### src/rtl/boot_irq_pkg.sv
package boot_irq_pkg;
  typedef enum logic {
    TRIG_LEVEL = 1'b0,
    TRIG_FALL  = 1'b1
  } trig_e;

  localparam int SYNC_STAGES_DEF = 2;
endpackage

### src/rtl/boot_mode_latch.sv
module boot_mode_latch #(
  parameter int WIDTH = 4
) (
  input  logic             clk,
  input  logic             rst_n,
  input  logic [WIDTH-1:0] pins_n,
  output logic [WIDTH-1:0] mode
);
  logic [WIDTH-1:0] mode_q;

  always_ff @(posedge clk) begin
    if (!rst_n) mode_q <= pins_n;
  end

  assign mode = mode_q;

  // the first cycle out of reset shows the code sampled at the last reset edge
  assert_mode_capture_R1: assert property (@(posedge clk) disable iff (!rst_n)
    $rose(rst_n) |-> mode_q == $past(pins_n));

  // no change while reset stays released
  assert_mode_hold_R2: assert property (@(posedge clk) disable iff (!rst_n)
    $past(rst_n) |-> $stable(mode_q));
endmodule

### src/rtl/irq_pin_sync.sv
module irq_pin_sync #(
  parameter int STAGES = 2
) (
  input  logic clk,
  input  logic rst_n,
  input  logic pin_n,
  output logic sync_n,
  output logic fall,
  output logic armed
);
  logic [STAGES-1:0] shift_q;
  logic              prev_q;
  logic [STAGES-1:0] arm_q;

  always_ff @(posedge clk) begin
    shift_q <= {shift_q[STAGES-2:0], pin_n};
    prev_q  <= shift_q[STAGES-1];
  end

  always_ff @(posedge clk) begin
    if (!rst_n) arm_q <= '0;
    else        arm_q <= {arm_q[STAGES-2:0], 1'b1};
  end

  assign sync_n = shift_q[STAGES-1];
  assign armed  = arm_q[STAGES-1];
  assign fall   = armed & prev_q & ~shift_q[STAGES-1];

  // arming is reached only after the synchronizer has been refilled
  assert_arm_late_R9: assert property (@(posedge clk) disable iff (!rst_n)
    $rose(rst_n) |-> !armed);
endmodule

### src/rtl/irq_line_pend.sv
module irq_line_pend
  import boot_irq_pkg::*;
(
  input  logic clk,
  input  logic rst_n,
  input  logic sync_n,
  input  logic fall,
  input  logic armed,
  input  logic trig_sel,
  input  logic clr,
  input  logic en,
  output logic raw,
  output logic pend
);
  trig_e trig;
  logic  latched_q;
  logic  set_now;

  assign trig    = trig_e'(trig_sel);
  assign set_now = fall & (trig == TRIG_FALL);

  always_ff @(posedge clk) begin
    if (!rst_n)       latched_q <= 1'b0;
    else if (set_now) latched_q <= 1'b1;
    else if (clr)     latched_q <= 1'b0;
  end

  always_comb begin
    if (trig == TRIG_FALL) raw = latched_q;
    else                   raw = armed & ~sync_n;
  end

  assign pend = raw & en;

  // a latched bit survives any cycle without a clear
  assert_latch_hold_R4: assert property (@(posedge clk) disable iff (!rst_n)
    latched_q && !clr |=> latched_q);

  // a clear without a simultaneous new edge empties the bit
  assert_clear_R5: assert property (@(posedge clk) disable iff (!rst_n)
    clr && !set_now |=> !latched_q);

  // nothing is latched while the line is still unarmed
  assert_no_early_edge_R9: assert property (@(posedge clk) disable iff (!rst_n)
    !armed |=> !latched_q);
endmodule

### src/rtl/boot_irq_pins.sv
module boot_irq_pins
  import boot_irq_pkg::*;
#(
  parameter int               LINES           = 4,
  parameter int               SYNC_STAGES     = SYNC_STAGES_DEF,
  parameter logic [LINES-1:0] STOP_WAKE_LINES = 1
) (
  input  logic             clk,
  input  logic             rst_n,
  input  logic [LINES-1:0] mode_pins_n,
  input  logic [LINES-1:0] trig_fall,
  input  logic [LINES-1:0] irq_en,
  input  logic [LINES-1:0] pend_clr,
  input  logic             in_stop,
  input  logic             in_wait,
  output logic [LINES-1:0] boot_mode,
  output logic [LINES-1:0] irq_pending,
  output logic             wake_stop,
  output logic             wake_wait
);
  logic [LINES-1:0] sync_n;
  logic [LINES-1:0] fall;
  logic [LINES-1:0] armed;
  logic [LINES-1:0] raw;

  boot_mode_latch #(.WIDTH(LINES)) u_mode (
    .clk    (clk),
    .rst_n  (rst_n),
    .pins_n (mode_pins_n),
    .mode   (boot_mode)
  );

  for (genvar i = 0; i < LINES; i++) begin : g_line
    irq_pin_sync #(.STAGES(SYNC_STAGES)) u_sync (
      .clk    (clk),
      .rst_n  (rst_n),
      .pin_n  (mode_pins_n[i]),
      .sync_n (sync_n[i]),
      .fall   (fall[i]),
      .armed  (armed[i])
    );

    irq_line_pend u_pend (
      .clk      (clk),
      .rst_n    (rst_n),
      .sync_n   (sync_n[i]),
      .fall     (fall[i]),
      .armed    (armed[i]),
      .trig_sel (trig_fall[i]),
      .clr      (pend_clr[i]),
      .en       (irq_en[i]),
      .raw      (raw[i]),
      .pend     (irq_pending[i])
    );
  end

  assign wake_stop = in_stop & |(raw & STOP_WAKE_LINES);
  assign wake_wait = in_wait & |raw;

  // nothing leaves the block during the first cycle after a reset edge
  assert_reset_quiet_R10: assert property (@(posedge clk) disable iff (!rst_n)
    $rose(rst_n) |-> (irq_pending == '0) && !wake_stop && !wake_wait);
endmodule

### config.mk
export PLATFORM = sky130hd
export DESIGN_NAME = boot_irq_pins
export DESIGN_NICKNAME = d
export VERILOG_FILES = /design/src/rtl/boot_irq_pkg.sv /design/src/rtl/boot_mode_latch.sv /design/src/rtl/irq_pin_sync.sv /design/src/rtl/irq_line_pend.sv /design/src/rtl/boot_irq_pins.sv
export SDC_FILE = /design/constraint.sdc
export NUM_CORES = 1
export LEC_CHECK = 0
export ABC_AREA = 1
export BUFFER_PORTS_ARGS = -buffer_cell sky130_fd_sc_hd__buf_2
export CORE_UTILIZATION = 45
export DETAILED_ROUTE_END_ITERATION = 6
export MAX_ROUTING_LAYER = met4
export PLACE_DENSITY = 0.79
export SETUP_SLACK_MARGIN = 0.02
export SYNTH_ARGS = -nofsm -noshare
export SYNTH_HDL_FRONTEND = slang
export SYNTH_SLANG_ARGS = --single-unit
### constraint.sdc
create_clock -name clk -period 1 [get_ports clk]
set_input_delay 0.05 -clock clk [delete_from_list [all_inputs] [get_ports clk]]
set_output_delay 0.05 -clock clk [all_outputs]
set_load 0.01 [all_outputs]
# Word level (Yosys, flattened, before mapping)
# Index checks and enable logic that the tools add are counted.
[totals]
input_bits = 20
out_inout_bits = 10
register_bits = 28
wordCells = 68
[op_classes]
muxes = 16
n_reduce_logical = 5
n_bitwise = 26
[ops]
columns = ["operator", "n"]
rows = [
  ["bitwise AND 1 bit", 22],
  ["two-way mux 1 bit", 16],
  ["nonzero test 2 bit", 4],
  ["inverter 1 bit", 4],
  ["OR reduction 4 bit", 1],
]

# Longest topological paths before layout
[depth]
depth_word = 5
depth_mapped = 7
ltp_nobuf = 7

# Cells and area by module
# Synthesis repeated with hierarchy kept, for this count alone.
[unflattened]
hier_cells = 95
area_unflattened_um2 = 923.4
[modules_own_cells]
columns = ["mod", "area_each_um2", "cells_each", "seq_area_each_um2", "instances"]
rows = [
  ["irq_pin_sync", 117.6, 9, 100.1, 4],
  ["irq_line_pend", 76.3, 12, 20.0, 4],
  ["boot_mode_latch", 123.9, 5, 120.1, 1],
  ["boot_irq_pins", 23.8, 6, 0.0, 1],
]

# Worst setup path after synthesis
# No wires, ideal clock.
[synth_path]
path_kind = "register to output"
from = "register g_line[2].u_sync.arm_q[1]"
to = "output wake_wait"
setup_slack_ps = 136
stages_incl_launch_ff = 8
required_time_ps = 950
t_arrival_ps = 814
path_buffers = 1
path_cell_list = "dfxtp_1 > buf_6 > nand2_1 > nand2_1 > nand2_2 > nand2_1 > nor2_1 > nor2_1"
[synth_via]
elab_chain_len = 4
[synth_lines]
columns = ["item", "line_no", "text"]
rows = [
  ["start: declaration", "irq_pin_sync.sv:13", "logic [STAGES-1:0] arm_q;"],
  ["start signal: assignment", "irq_pin_sync.sv:22", "else arm_q <= {arm_q[STAGES-2:0], 1'b1};"],
  ["bitwise AND 1 bit", "irq_line_pend.sv:30", "else raw = armed & ~sync_n;"],
  ["two-way mux 1 bit", "irq_line_pend.sv:29", "if (trig == TRIG_FALL) raw = latched_q;"],
  ["OR reduction 4 bit", "boot_irq_pins.sv:58", "assign wake_wait = in_wait & |raw;"],
  ["bitwise AND 1 bit", "boot_irq_pins.sv:58", ""],
  ["end: declaration", "boot_irq_pins.sv:19", "output logic wake_wait"],
]
# Every way passes these cells.

# Worst setup path in the final report
[layout_path]
from = "register g_line[2].u_pend.latched_q"
to = "output wake_wait"
[layout_via]
elab_chain_len = 3
[layout_lines]
columns = ["item", "line_no", "text"]
rows = [
  ["start: declaration", "irq_line_pend.sv:16", "logic latched_q;"],
  ["start signal: assignment", "irq_line_pend.sv:23", "if (!rst_n) latched_q <= 1'b0;"],
  ["start signal: assignment", "irq_line_pend.sv:24", "else if (set_now) latched_q <= 1'b1;"],
  ["start signal: assignment", "irq_line_pend.sv:25", "else if (clr) latched_q <= 1'b0;"],
  ["two-way mux 1 bit", "irq_line_pend.sv:29", ""],
  ["OR reduction 4 bit", "boot_irq_pins.sv:58", ""],
  ["bitwise AND 1 bit", "boot_irq_pins.sv:58", ""],
]
# Every way passes these cells.

==> impl_metrics.json <==
{
  "route.detailed.drc": 0,
  "peakVddDrop_mv": 1.28,
  "h-tree-depth": 1,
  "num_rows": 14,
  "fin_area_um2": 1040,
  "n_fill_cell": 128,
  "n_antenna_cell": 0,
  "grt_pass1_wl_mm": 1.78,
  "placed_cell_area_um2": 898,
  "clockBufferDepth": 2,
  "start_util": 0.498,
  "r2r_end": "g_line[1].u_pend.latched_q$_SDFFE_PN0P_",
  "hpwl_um": 894,
  "clockRootBuffer": "clkbuf_4",
  "grt_pass1_vias": 461,
  "whs_endpoint": "g_line[1].u_pend.latched_q$_SDFFE_PN0P_",
  "ant_nets": 0,
  "final_common_cell": "buf_2",
  "maxSlewViolCount": 0,
  "synth_cells": 85,
  "coreArea_um2": 1540,
  "cts_tree": "done",
  "cp.arrival_ps": 1190,
  "max_slew_margin": 0.892,
  "run_status": "complete, but fails checks",
  "io_buffers": 29,
  "endpoint_kind": "output pin",
  "dr.first_iter.drc_count": 5,
  "min_from": "pend_clr[1]",
  "power.switching_w": 0.000332,
  "finClkSkew_ps": 1.36,
  "drive_above_1_share": 0.434,
  "r2r-start": "g_line[1].u_pend.latched_q$_SDFFE_PN0P_",
  "fmax_mhz": 805,
  "rsz0062_at_grt": "yes",
  "post_drt_via_cell_ratio": 4.32,
  "start_kind": "flip-flop",
  "pin_count": 30,
  "layout_common_cells": "buf_2, inv_1, nand2_1, dfxtp_1",
  "final_nets": 143,
  "syn_nets": 105,
  "hp-class": "in -> reg",
  "finalSetupViolations": 6,
  "synth.cell_area_um2": 767,
  "drt-pass1-iter-count": 2,
  "grt.total_usage": 0.133,
  "worstMarginPinSlew_ps": 161,
  "synth_seq_cells": 22,
  "path_clk_slew_ps": 110,
  "fin_util": 0.674,
  "r2r_cells": 3,
  "hold_depth": 3,
  "ys_warn_count": 0,
  "p_sw_frac": 0.208,
  "period_needed_ps": 1240,
  "gp_congestion": 0.662,
  "clk_latency_ps": 290,
  "p_int_w": 0.00126,
  "violations": "negative setup slack",
  "seqPwrFrac": 0.605,
  "worstSetupPathType": "reg -> out",
  "die_y_um": 43.3,
  "cp_data_required_time_ps": 950,
  "synthToLayoutAreaGrowth_pct": 35.4,
  "syn-mean-instance-area_um2": 9.02,
  "min_period_over_period": 1.24,
  "yosysSeqAreaShare": 0.626,
  "grt_start_max_net_pins": 13,
  "p_leak_nw": 0.536,
  "hold_viol": 0,
  "powerDensity_nw_per_um2": 1540,
  "die_x_um": 43.3,
  "cts_buffers": 3,
  "cp_max_fo": 2,
  "dieArea_um2": 1870,
  "power_frac_comb": 0.111,
  "finalWorstSetupSlack_ps": -242,
  "vias": 596,
  "r2r_slack_ps": 180,
  "p_clk_frac": 0.284,
  "cap_violations": 0,
  "synth_cell_types": 12,
  "totalWireLength_mm": 1.22,
  "dpl_worst_slack_ps": 28.3,
  "antenna_found_initial": 0,
  "tns_ps": -930,
  "clkSinkCount": 22,
  "grt_overflow": 0,
  "wl_per_cell_um": 8.85
}
[kinds of logic after synthesis]
family / after synthesis / share of synthesized area
AO/OA/AOI/OAI: 4 / 0.0261
flip-flops: 22 / 0.626
buffers and inverters: 25 / 0.152
AND/OR/NAND/NOR: 34 / 0.196
[critical path: stages (launching register included)]
cell     delay [ps]
dfxtp_1         320
or2_0           210
nand2_1          70
nand2_1          50
nor2_1           80
nor2_1           40
buf_2           130
[flip-flops by register name (all words and copies together), names as in the netlist]
name,flops
g_line.u_sync.shift_q,8
g_line.u_pend.latched_q,4
g_line.u_sync.prev_q,4
u_mode.mode,4
g_line.u_sync.arm_q,2
[timing repair]
item / 4_1_cts / 5_1_grt
hold buffers: 7 / 0
setup endpoints to repair: 6 / 10
cloned: 0 / 0
resized for setup: 8 / 8
endpoints found under the hold margin: 12 / 0
pin swaps: 0 / 2
setup buffers: 0 / 1
[area by class of cell]
class	count	area, um^2	area share
repair buffers	38	234	0.225
inverters	20	78.8	0.0759
multi-input cells	38	180	0.173
flip-flops and latches	22	489	0.471
clock buffers	4	36.3	0.0349
well taps	16	20.0	0.0193
[metrics by stage]
stage | instances | total power (W) | hold slack [ps]
final | 138 | 0.00159 | 10.1
after global routing | 138 | 0.00168 | 7.53
after CTS | 137 | 0.00160 | 0.738
after detailed placement | 126 | 0.00113 | 165
after global placement | 126 | 0.00112 | 163
after floorplan | 85 | 0.00106 | 77.7
[cells in the mapped netlist]
master	number	area, um^2
or2_0	1	6.26
a21oi_1	4	20.0
edfxtp_1	4	120
nand2_1	18	67.6
nand2_2	1	6.26
buf_6	1	11.3
or2_2	3	18.8
nor2_1	7	26.3
nand4_1	4	25.0
inv_1	20	75.1
dfxtp_1	18	360
buf_4	4	30.0
[worst max path at each step]
stage,startpoint,endpoint,slack (ps),depth (start not counted)
after detailed placement,g_line[2].u_sync.arm_q[1]$_SDFF_PN0_,wake_wait,30,7
final,g_line[2].u_pend.latched_q$_SDFFE_PN0P_,wake_wait,-240,6
after global routing,g_line[2].u_pend.latched_q$_SDFFE_PN0P_,wake_wait,-360,6
after global placement,g_line[2].u_sync.arm_q[1]$_SDFF_PN0_,wake_wait,50,7
after floorplan,g_line[2].u_sync.arm_q[1]$_SDFF_PN0_,wake_wait,140,7
after CTS,g_line[2].u_pend.latched_q$_SDFFE_PN0P_,wake_wait,-270,6
[metal layers]
layer,track usage,part of all wire
met5,-,0
met4,0.0545,0
met3,0.0128,0.056
met2,0.242,0.54
met1,0.145,0.40
[power groups by stage]
stage / Combinational [W] / Clock [W] / Sequential (W)
final: 0.000176 / 0.000453 / 0.000965
after detailed placement: 0.000143 / 0 / 0.000983
after global placement: 0.000138 / 0 / 0.000981
after global routing: 0.000196 / 0.000515 / 0.000969
after floorplan: 0.0000760 / 0 / 0.000986
after CTS: 0.000164 / 0.000476 / 0.000964
No activity file was read; power rests on OpenSTA's default activity.
